### config.mk
export PLATFORM = sky130hd
export DESIGN_NAME = spi_word_port
export DESIGN_NICKNAME = d
export VERILOG_FILES = /design/src/rtl/spi_word_port.sv
export SDC_FILE = /design/constraint.sdc
export NUM_CORES = 1
export LEC_CHECK = 0
export ABC_CLOCK_PERIOD_IN_PS = 2500
export BUFFER_PORTS_ARGS = -buffer_cell sky130_fd_sc_hd__buf_2
export CORE_AREA = 2 2 99 101
export CTS_BUF_LIST = sky130_fd_sc_hd__clkbuf_16
export CTS_CLUSTER_SIZE = 30
export DETAILED_ROUTE_END_ITERATION = 12
export DIE_AREA = 0 0 101 103
export PLACE_DENSITY = 0.77
export SLEW_MARGIN = 20
export SYNTH_ARGS = -nofsm -noshare
export SYNTH_HDL_FRONTEND = slang
export SYNTH_SLANG_ARGS = --single-unit
### constraint.sdc
create_clock -name clk -period 2.5 [get_ports clk]
set_clock_uncertainty 0.05 [all_clocks]
set_input_delay 0.625 -clock clk [delete_from_list [all_inputs] [get_ports clk]]
set_output_delay 0.625 -clock clk [all_outputs]
set_load 0.01 [all_outputs]
### src/rtl/spi_word_port.sv
module spi_word_port #(
  parameter int          WORD_W  = 32,
  parameter logic [7:0]  WR_ADDR = 8'h80,
  parameter logic [7:0]  RD_ADDR = 8'h81
) (
  input  logic              clk,
  input  logic              rst_n,
  input  logic              spi_sck,
  input  logic              spi_cs_n,
  input  logic              spi_mosi,
  output logic              spi_miso,
  output logic              spi_miso_oe,
  output logic              spi_irq_n,
  output logic [WORD_W-1:0] wr_word,
  output logic              wr_valid,
  input  logic [WORD_W-1:0] rd_word,
  input  logic              rd_avail,
  output logic              rd_pop
);
  localparam int CNT_W = $clog2(WORD_W);
  localparam logic [CNT_W-1:0] ADDR_LAST = CNT_W'(7);
  localparam logic [CNT_W-1:0] WORD_LAST = CNT_W'(WORD_W - 1);

  typedef enum logic [1:0] {ST_ADDR, ST_WRITE, ST_READ, ST_IGNORE} st_t;

  logic [2:0]        sck_s;
  logic [1:0]        cs_s;
  logic [1:0]        mosi_s;
  st_t               st;
  logic [CNT_W-1:0]  cnt;
  logic [WORD_W-1:0] rx_sh;
  logic [WORD_W-1:0] tx_sh;
  logic              tx_busy;
  logic              miso_q;

  wire sel      = ~cs_s[1];
  wire mosi_b   = mosi_s[1];
  wire sck_rise = sel & sck_s[1] & ~sck_s[2];
  wire sck_fall = sel & ~sck_s[1] & sck_s[2];
  wire [7:0] addr_b = {rx_sh[6:0], mosi_b};
  wire word_end = (cnt == WORD_LAST);
  wire load_now = sck_rise & (((st == ST_ADDR) & (cnt == ADDR_LAST) & (addr_b == RD_ADDR)) |
                              ((st == ST_READ) & word_end));

  assign spi_miso    = miso_q;
  assign spi_miso_oe = sel & (st == ST_READ);
  assign spi_irq_n   = ~(rd_avail | tx_busy);

  always_ff @(posedge clk or negedge rst_n) begin
    if (!rst_n) begin
      sck_s  <= '0;
      cs_s   <= '1;
      mosi_s <= '0;
    end else begin
      sck_s  <= {sck_s[1:0], spi_sck};
      cs_s   <= {cs_s[0], spi_cs_n};
      mosi_s <= {mosi_s[0], spi_mosi};
    end
  end

  always_ff @(posedge clk or negedge rst_n) begin
    if (!rst_n) begin
      st       <= ST_ADDR;
      cnt      <= '0;
      rx_sh    <= '0;
      wr_word  <= '0;
      wr_valid <= 1'b0;
    end else begin
      wr_valid <= 1'b0;
      if (!sel) begin
        st  <= ST_ADDR;
        cnt <= '0;
      end else if (sck_rise) begin
        case (st)
          ST_ADDR: begin
            rx_sh <= {rx_sh[WORD_W-2:0], mosi_b};
            if (cnt == ADDR_LAST) begin
              cnt <= '0;
              if (addr_b == WR_ADDR)      st <= ST_WRITE;
              else if (addr_b == RD_ADDR) st <= ST_READ;
              else                        st <= ST_IGNORE;
            end else begin
              cnt <= cnt + 1'b1;
            end
          end
          ST_WRITE: begin
            rx_sh <= {rx_sh[WORD_W-2:0], mosi_b};
            cnt   <= word_end ? '0 : cnt + 1'b1;
            if (word_end) begin
              wr_word  <= {rx_sh[WORD_W-2:0], mosi_b};
              wr_valid <= 1'b1;
            end
          end
          ST_READ:  cnt <= word_end ? '0 : cnt + 1'b1;
          default:  cnt <= '0;
        endcase
      end
    end
  end

  always_ff @(posedge clk or negedge rst_n) begin
    if (!rst_n) begin
      tx_sh   <= '0;
      tx_busy <= 1'b0;
      miso_q  <= 1'b0;
      rd_pop  <= 1'b0;
    end else begin
      rd_pop <= 1'b0;
      if (!sel) begin
        tx_sh   <= '0;
        tx_busy <= 1'b0;
        miso_q  <= 1'b0;
      end else if (load_now) begin
        tx_sh   <= rd_avail ? rd_word : '0;
        tx_busy <= rd_avail;
        rd_pop  <= rd_avail;
      end else if (sck_fall && st == ST_READ) begin
        miso_q <= tx_sh[WORD_W-1];
        tx_sh  <= {tx_sh[WORD_W-2:0], 1'b0};
      end
    end
  end
endmodule


======== Yosys cells after proc, flatten, opt, wreduce, memory -nomap -nowiden ========
Index checks and enable logic that the tools add are counted.
storage, ports and cells
  memories ................................ 0
  input bits .............................. 38
  logic and storage cells ................. 75
  ROM bits ................................ 0
  bits in latches ......................... 0
  register bits after elaboration ......... 113
  memory bits (writable) .................. 0
  output and inout port bits .............. 37
cells by class
  shift operators ......................... 0
  bitwise logic cells ..................... 15
  multipliers ............................. 0
  equal/unequal tests ..................... 7
  $lt $le $gt $ge ......................... 0
  muxes and demuxes ....................... 26
  add/subtract/negate cells ............... 1
  reductions and logical operators ........ 14
  divide/modulo/power cells ............... 0
operators with widths
  cell                 number
  $mux 32              4
  $mux 5               4
  $eq 8x8->1 const B   2
  $mux 1               12
  $mux 2               5
  $pmux 5 s2           1
  $reduce_bool 2->1    5
  $and 1x1->1          9
  $reduce_and 3->1     2
  $add 5x1->5 const B  1
  $eq 5x3->1 const B   1
  $eq 5x5->1 const B   1
  $not 1->1            4
  $reduce_and 4->1     1
  $reduce_or 2->1      2
  $reduce_bool 3->1    1
  $eq 2x1->1 const B   1
  $eq 2x2->1 const B   1
  $logic_not 2->1      1
  $ne 2x2->1 const B   1
  $or 1x1->1           2
  $reduce_and 2->1     1
  $logic_and 1x1->1    1

======== Depth between registers and ports, before layout ========
Gate-level depths: netlist of run 1.
  depth after elaboration ................. 7
  gate-level depth with buffers ........... 8
  depth with buffers taken out ............ 7

======== Worst setup path after synthesis of run 1 ========
Ideal clock, no wire load.
  path type ............................... input to output
  start ................................... in rd_avail
  end ..................................... out spi_irq_n
  path buffers ............................ 2
  required time ........................... 1.825 ns
  stages on the path ...................... 3
  arrival ................................. 1.236 ns
  setup slack ............................. 0.589 ns
  cell sequence ........................... clkbuf_1 > clkbuf_1 > nor2_1
on the way
  longest elaborated chain between the ends .. 2
ends and longest elaborated chain
  what         line  source
  from (decl)  17    input logic rd_avail,
  $or 1x1->1   47    assign spi_irq_n = ~(rd_avail | tx_busy);
  $not 1->1    47
  to (decl)    13    output logic spi_irq_n,
Every way passes these cells.

======== Worst setup path after layout of run 1 ========
  start ................................... reg cnt[0]
  end ..................................... reg tx_sh[23]
on the way
  longest elaborated chain between the ends .. 7
  elaborated cells between the ends (all ways) .. 10
  those cells by class .................... eq/ne: 2; mux: 2; bitwise: 5; reduce/logical: 1
ends and longest elaborated chain
  what                       line  source
  from (decl)                30    logic [CNT_W-1:0] cnt;
  from (signal assigned)     83    cnt <= cnt + 1'b1;
  from (signal assigned)     88    cnt <= word_end ? '0 : cnt + 1'b1;
  from (signal assigned)     94    ST_READ: cnt <= word_end ? '0 : cnt + 1'b1;
  $eq 5x3->1                 42    wire load_now = sck_rise & (((st == ST_ADDR) & (cnt == ADDR_LAST) & (addr_b == RD_ADDR)) |
  $and 1x1->1 (2 in series)  42
  $or 1x1->1 *               42
  $and 1x1->1 *              42
  $mux 32                    113   end else if (load_now) begin
  $mux 32                    109   if (!sel) begin
  to (signal assigned)       114   tx_sh <= rd_avail ? rd_word : '0;
  to (signal assigned)       119   tx_sh <= {tx_sh[WORD_W-2:0], 1'b0};
  to (decl)                  32    logic [WORD_W-1:0] tx_sh;
Every way passes the cells marked *; elsewhere a longest branch is shown, timed or not.
A chain may end at the register's enable or synchronous reset.

==> impl_metrics.csv, run 1 <==
group,metric,value,unit
clock_tree,cts-resized-gates,0,
clock_tree,clkTransAtPathRegs,0.05,ns
global_route,grt_pass1_vias,3564,
routing,vias,3610,
sta,finalSetupViolations,0,
floorplan,fp-row-count,36,
routing,route.detailed.drc,0,
synthesis,ys_ff_latch,113,
pwr,cellPowerDensity,788.8,nW/um^2
synthesis,yosys-top-cells-count,"dfrtp_1 (111), mux2_2 (59), nand3_1 (34), o211ai_1 (34), nor3_1 (32)",
clock_tree,clock_sinks,113,
routing,drtIter0Drc,303,
synthesis,syn_area,4986,sq um
clock_tree,root_buffer,"clkbuf_16",
setup_path,end_kind,"flip-flop",
sta,rsz0062_at_grt,"false",
pwr,p_total,4774,uW
global_route,grt_pass1_wl,17970,microns
sta,hold_violations,0,
run_status,status,"finished clean",
global_route,grt_max_degree,114,
routing,wire_per_inst,17.84,microns
final_layout,seq_area,2830,sq um
pwr,peakVddDrop,0.4891,mV
synthesis,yosys-top-cells-area,"dfrtp_1 (56%), mux2_2 (13%), o211ai_1 (5.1%), a31oi_1 (3.9%), nand3_1 (3.4%)",
global_route,antenna_found_initial,0,
routing,finalWirelength,10770,microns
clock_tree,cts_tree,"built",
placed_design,dp_cells,572,
clock_tree,hold_buffers,0,
synthesis,yosys_warnings,0,
final_layout,multi_input_area,1954,sq um
placed_design,dp_slack,0.3489,ns
sta,fin_ws,0.2757,ns
final_layout,nFillCells,717,
synthesis,synth_nets,450,
floorplan,core-area,9459,sq um
final_layout,final_cells,604,
placed_design,numPortBuffers,74,
setup_path,arrival,2.49,ns
sta,tightest_slew,0.6473,ns
sta,post-route-period-util,0.8897,
synthesis,netlist_instances,405,
setup_path,cp.required,2.77,ns
sta,max_freq,449.6,MHz
final_layout,drive_above_1_share,0.3816,
floorplan,die_y,103,microns
setup_path,critPathMaxFanout,20,
sta,drv_slew,0,
sta,min_period,2.224,ns
pwr,leakagePower,0.002904,uW
routing,dr.pass1.iters,5,
placed_design,gp_congestion,0.8221,
global_route,overflow,0,
clock_tree,clockBufferDepth,2,
routing,routed_via_density,5.977,
synthesis,synth_top_area_frac,0.5571,
synthesis,yosysTopAreaCell,"dfrtp_1",
placed_design,hpwl,6470,microns
synthesis,synth_edf_count,0,
floorplan,die_w,101,microns
floorplan,initial_utilization,0.5271,
global_route,track_usage,0.2232,
final_layout,synthToLayoutAreaGrowth,21.38,%
clock_tree,cts_made_buffers,17,
clock_tree,clk_latency,0.41,ns
sta,tns,0,ns
synthesis,synth.most_common_cell,"dfrtp_1",
sta,relSlewSlack,0.5685,
synthesis,synthFlopType,"dfrtp_1",
synthesis,async_flop_share,1.000,
synthesis,synth_cell_types,41,
job,maxCapViolations,0,
floorplan,dieArea,10400,sq um
synthesis,yosysSeqAreaShare,0.5676,
floorplan,io_pins,75,
clock_tree,cts_setup_buffers,0,
routing,drtAntennaViolNets,0,
final_layout,n_antenna_cell,0,
synthesis,syn_area_per_cell,12.31,sq um
clock_tree,htreeDepth,4,
setup_path,startpoint_type,"flip-flop",
final_layout,nets,522,
worst_hold_path,hold_path_class,"input port to async pin",
setup_path,crit_type,"flip-flop to flip-flop",
[state kept, by name, indices dropped and copies added, names as in the netlist]
register  flops
sck_s         3
spi_miso      1
tx_sh        32
mosi_s        2
cnt           5
st            2
rx_sh        31
rd_pop        1
cs_s          2
tx_busy       1
wr_valid      1
wr_word      32
[placed cells by master (no fill, tap or decap), types with 4 or more instances in the layout]
cell	synthesis	layout
buf_4	9	14
nor2_1	4	4
ha_1	7	7
nand2_1	8	8
inv_1	5	7
mux2_1	4	4
clkbuf_16	0	17
nand3_1	34	34
nor2b_1	4	4
o211ai_1	34	34
a31oi_1	31	31
nor3_1	32	32
mux2_2	59	59
o21ai_0	4	4
dfrtp_1	111	111
buf_2	16	73
[worst paths after layout]
| check | startpoint | to | slack (ns) | depth (start not counted) |
|---|---|---|---|---|
| min in group clk | spi_cs_n | cs_s[0]$_DFF_PN1_ | 0.26 | 1 |
| hold reg to reg | cs_s[0]$_DFF_PN1_ | cs_s[1]$_DFF_PN1_ | 0.31 | 0 |
| max in group asynchronous | rst_n | rx_sh[21]$_DFFE_PN0P_ | 1.69 | 2 |
| hold / removal | rst_n | tx_sh[7]$_DFFE_PN0P_ | 0.17 | 2 |
| setup / recovery | cnt[0]$_DFFE_PN0P_ | tx_sh[23]$_DFFE_PN0P_ | 0.28 | 8 |
| setup reg to reg | cnt[0]$_DFFE_PN0P_ | tx_sh[23]$_DFFE_PN0P_ | 0.28 | 8 |
[cells by family (layout without fill, tap and decap cells)]
group | Yosys count | after routing | synth area share
buffers and inverters | 41 | 126 | 0.04166
adder cells (fa/ha/maj) | 7 | 7 | 0.01757
AND/OR/NAND/NOR | 99 | 99 | 0.1137
flip-flops | 113 | 113 | 0.5676
AO/OA/AOI/OAI | 79 | 79 | 0.1114
multiplexers | 65 | 65 | 0.1463
XOR/XNOR | 1 | 1 | 0.001757
[metal layers]
layer	global-route usage	routed length, microns	up-vias
met4	0.09356	143	0
met5	0	0	-
li1	-	-	1663
met2	0.3405	5159	123
met1	0.3007	4710	1810
met3	0.06644	760	14
[worst max-delay path: stages, from the launching register on]
cell      delay [ns]
dfrtp_1         0.38
ha_1            0.22
and3_1          0.20
ha_1            0.20
nand3b_1        0.18
nor3_4          0.25
buf_4           0.29
o211ai_1        0.13
a31oi_1         0.22
[layout make-up]
class | count | share of cell area
Sequential cell | 113 | 0.4676
Multi-Input combinational cell | 251 | 0.3229
Timing Repair Buffer | 89 | 0.08435
Clock buffer | 17 | 0.07029
Clock inverter | 15 | 0.02812
Tap cell | 114 | 0.02357
Inverter | 5 | 0.003101
[per-stage QoR]
stage	area (sq um)	util	hold WS, ns
final	6052	0.6398	0.1719
after global routing	6052	0.6398	0.2522
after floorplan	4986	-	0.2794
after detailed placement	5456	0.5769	0.2911
after global placement	5456	0.5769	0.2876
after CTS	6052	0.6398	0.2448
[power by group]
group,total [uW],internal (uW),leakage [uW],switching [uW]
logic,297,145,0.00113,152
clock network,2410,1560,0.000292,848
registers,2070,1950,0.00148,117
No activity file was read; power rests on OpenSTA's default activity.
==> inputs of run 2 (changes only) <==
- ABC_AREA: unset -> 1
- CORE_AREA: 2 2 99 101 -> 2 2 100 102
- DIE_AREA: 0 0 101 103 -> 0 0 102 104
==> run 2 against run 1 <==
Combinational power shrank 20%. First-iteration DRC count decreased by 25%. Final cell count grew 41%. Power is 6.3% lower. Critical endpoint is now spi_miso_oe. Clock power shrank 3%. Critical path depth is 3 lower. Synthesized cell count grew 57%.
==> impl_metrics.csv, run 2 <==
group,metric,value,unit
clock_tree,cts-resized-gates,0,
run_status,status,"finished clean",
synthesis,synth_top_area_frac,0.5384,
final_layout,nets,749,
clock_tree,hold_buffers,0,
routing,drtAntennaViolNets,0,
global_route,grt_pass1_wl,19000,microns
setup_path,rr_worst_depth,10,
sta,finalSetupViolations,0,
floorplan,dieArea,10610,sq um
synthesis,synthFlopType,"dfrtp_1",
setup_path,slowest_delay,0.43,ns
pwr,leakagePower,0.003472,uW
floorplan,die_w,102,microns
global_route,overflow,0,
pwr,cellPowerDensity,717.7,nW/um^2
synthesis,synth.most_common_cell,"nand2_1",
synthesis,synth_nets,682,
synthesis,syn_area_per_cell,8.098,sq um
clock_tree,clock_sinks,113,
final_layout,nFillCells,809,
pwr,peakVddDrop,0.4916,mV
floorplan,die_y,104,microns
synthesis,synth_edf_count,0,
sta,rsz0062_at_grt,"false",
final_layout,layout_common_cells,"nand2_1 (230), dfrtp_1 (111), inv_1 (75), buf_2 (73), o21ai_0 (69)",
routing,wire_per_inst,13.18,microns
global_route,grt_max_degree,63,
setup_path,end_kind,"output pin",
sta,max_freq,450.7,MHz
pwr,p_total,4471,uW
setup_path,critPathMaxFanout,4,
routing,vias,4336,
routing,route.detailed.drc,0,
routing,drtIter0Drc,227,
final_layout,synthToLayoutAreaGrowth,20.76,%
sta,min_period,2.219,ns
setup_path,startpoint_type,"flip-flop",
setup_path,crit_chain,"inv_1 -> ha_1 -> inv_1 -> nor2_1 -> buf_2",
routing,dr.pass1.iters,5,
synthesis,yosysSeqAreaShare,0.5486,
floorplan,io_pins,75,
sta,post-route-period-util,0.8875,
synthesis,yosys_warnings,0,
sta,relSlewSlack,0.6054,
clock_tree,clk_latency,0.40,ns
floorplan,fp-row-count,36,
worst_hold_path,hold_path_class,"input port to async pin",
clock_tree,clockBufferDepth,2,
clock_tree,clkTransAtPathRegs,0.05,ns
global_route,track_usage,0.2254,
final_layout,layout_commonest_cell,"nand2_1",
sta,tightest_slew,0.5898,ns
clock_tree,cts_made_buffers,17,
synthesis,yosys-top-cells-area,"dfrtp_1 (54%), nand2_1 (17%), o21ai_0 (6.7%), inv_1 (5.3%), nand3_1 (4.4%)",
global_route,grt_pass1_vias,4121,
placed_design,numPortBuffers,74,
sta,drv_slew,0,
setup_path,cp.required,1.82,ns
synthesis,syn_area,5159,sq um
placed_design,gp_congestion,0.7659,
routing,routed_via_density,5.107,
sta,hold_violations,0,
setup_path,cp-startpoint,"st[0]$_DFFE_PN0P_",
synthesis,synth_cell_types,21,
placed_design,hpwl,6994,microns
synthesis,yosysTopAreaCell,"dfrtp_1",
floorplan,initial_utilization,0.5402,
setup_path,arrival,1.54,ns
clock_tree,cts_tree,"built",
setup_path,slowest_stage,"dfrtp_1",
sta,tns,0,ns
setup_path,r2r_start,"cnt[0]$_DFFE_PN0P_",
final_layout,reg_top3,"tx_sh (32), wr_word (32), rx_sh (31)",
clock_tree,htreeDepth,4,
final_layout,drive_above_1_share,0.1718,
job,maxCapViolations,0,
clock_tree,root_buffer,"clkbuf_16",
global_route,antenna_found_initial,0,
synthesis,async_flop_share,1.000,
routing,finalWirelength,11190,microns
synthesis,ys_ff_latch,113,
synthesis,yosys-top-cells-count,"nand2_1 (231), dfrtp_1 (111), inv_1 (73)",
setup_path,crit_type,"flip-flop to output pin",
clock_tree,cts_setup_buffers,0,
floorplan,core-area,9549,sq um
setup_path,crit_path_frequent_cell,"inv_1",
synthesis,netlist_instances,637,
final_layout,n_antenna_cell,0,
[run 2: per-layer routing]
metal	GRT usage	share of wire	up-vias
li1	-	-	2148
met1	0.2986	0.44	2032
met2	0.3548	0.49	142
met3	0.06653	0.059	14
met4	0.07619	0.014	0
met5	0	0	-
[run 2: kinds of logic after synthesis]
group | share of synthesized area
simple gates | 0.2685
flops | 0.5486
compound gates | 0.07495
buf+inv | 0.08925
xor+xnor | 0.001698
fa+ha+maj | 0.01698
[run 2: report_power, final]
part	switching, uW	total, uW	internal [uW]
logic	162	237	74.8
clock network	800	2330	1540
registers	28.2	1900	1870
[run 2: path summary, 6_finish.rpt]
kind / endpoint / slack [ns]
worst max-delay path: spi_miso_oe / 0.28
worst min-delay path: tx_sh[27]$_DFFE_PN0P_ / 0.16
worst max register to register: tx_sh[1]$_DFFE_PN0P_ / 0.43
worst min register to register: mosi_s[1]$_DFF_PN0_ / 0.30
max in group asynchronous: cs_s[1]$_DFF_PN1_ / 1.59
min in group clk: cs_s[0]$_DFF_PN1_ / 0.27
[run 2: layout make-up]
class,instances,area (sq um),share of cell area
flip-flops and latches,113,2830,0.4543
clock buffers,17,425.4,0.06829
multi-input cells,411,1876,0.3011
clock inverters,14,150.1,0.02410
well taps,133,166.4,0.02671
inverters,75,281.5,0.04519
repair buffers,86,500.5,0.08034
[run 2: worst max-delay path: cells and delay by family (launching register included)]
kind,cells,cell delay (ns)
adder cells (fa/ha/maj),1,0.15
buffers and inverters,3,0.34
AND/OR/NAND/NOR,1,0.22
flip-flops,1,0.43
[run 2: per-stage QoR]
step           worst slack (ns)  cells  utilization  hold slack (ns)  instance area, sq um
2_1_floorplan            0.6376    637            -           0.2794                  5159
3_3_place_gp             0.5400    818       0.5921           0.2838                  5654
3_5_place_dp             0.4204    818       0.5921           0.2871                  5654
4_1_cts                  0.2915    849       0.6524           0.1700                  6230
5_1_grt                  0.1995    849       0.6524           0.2056                  6230
6_report                 0.2812    849       0.6524           0.1637                  6230
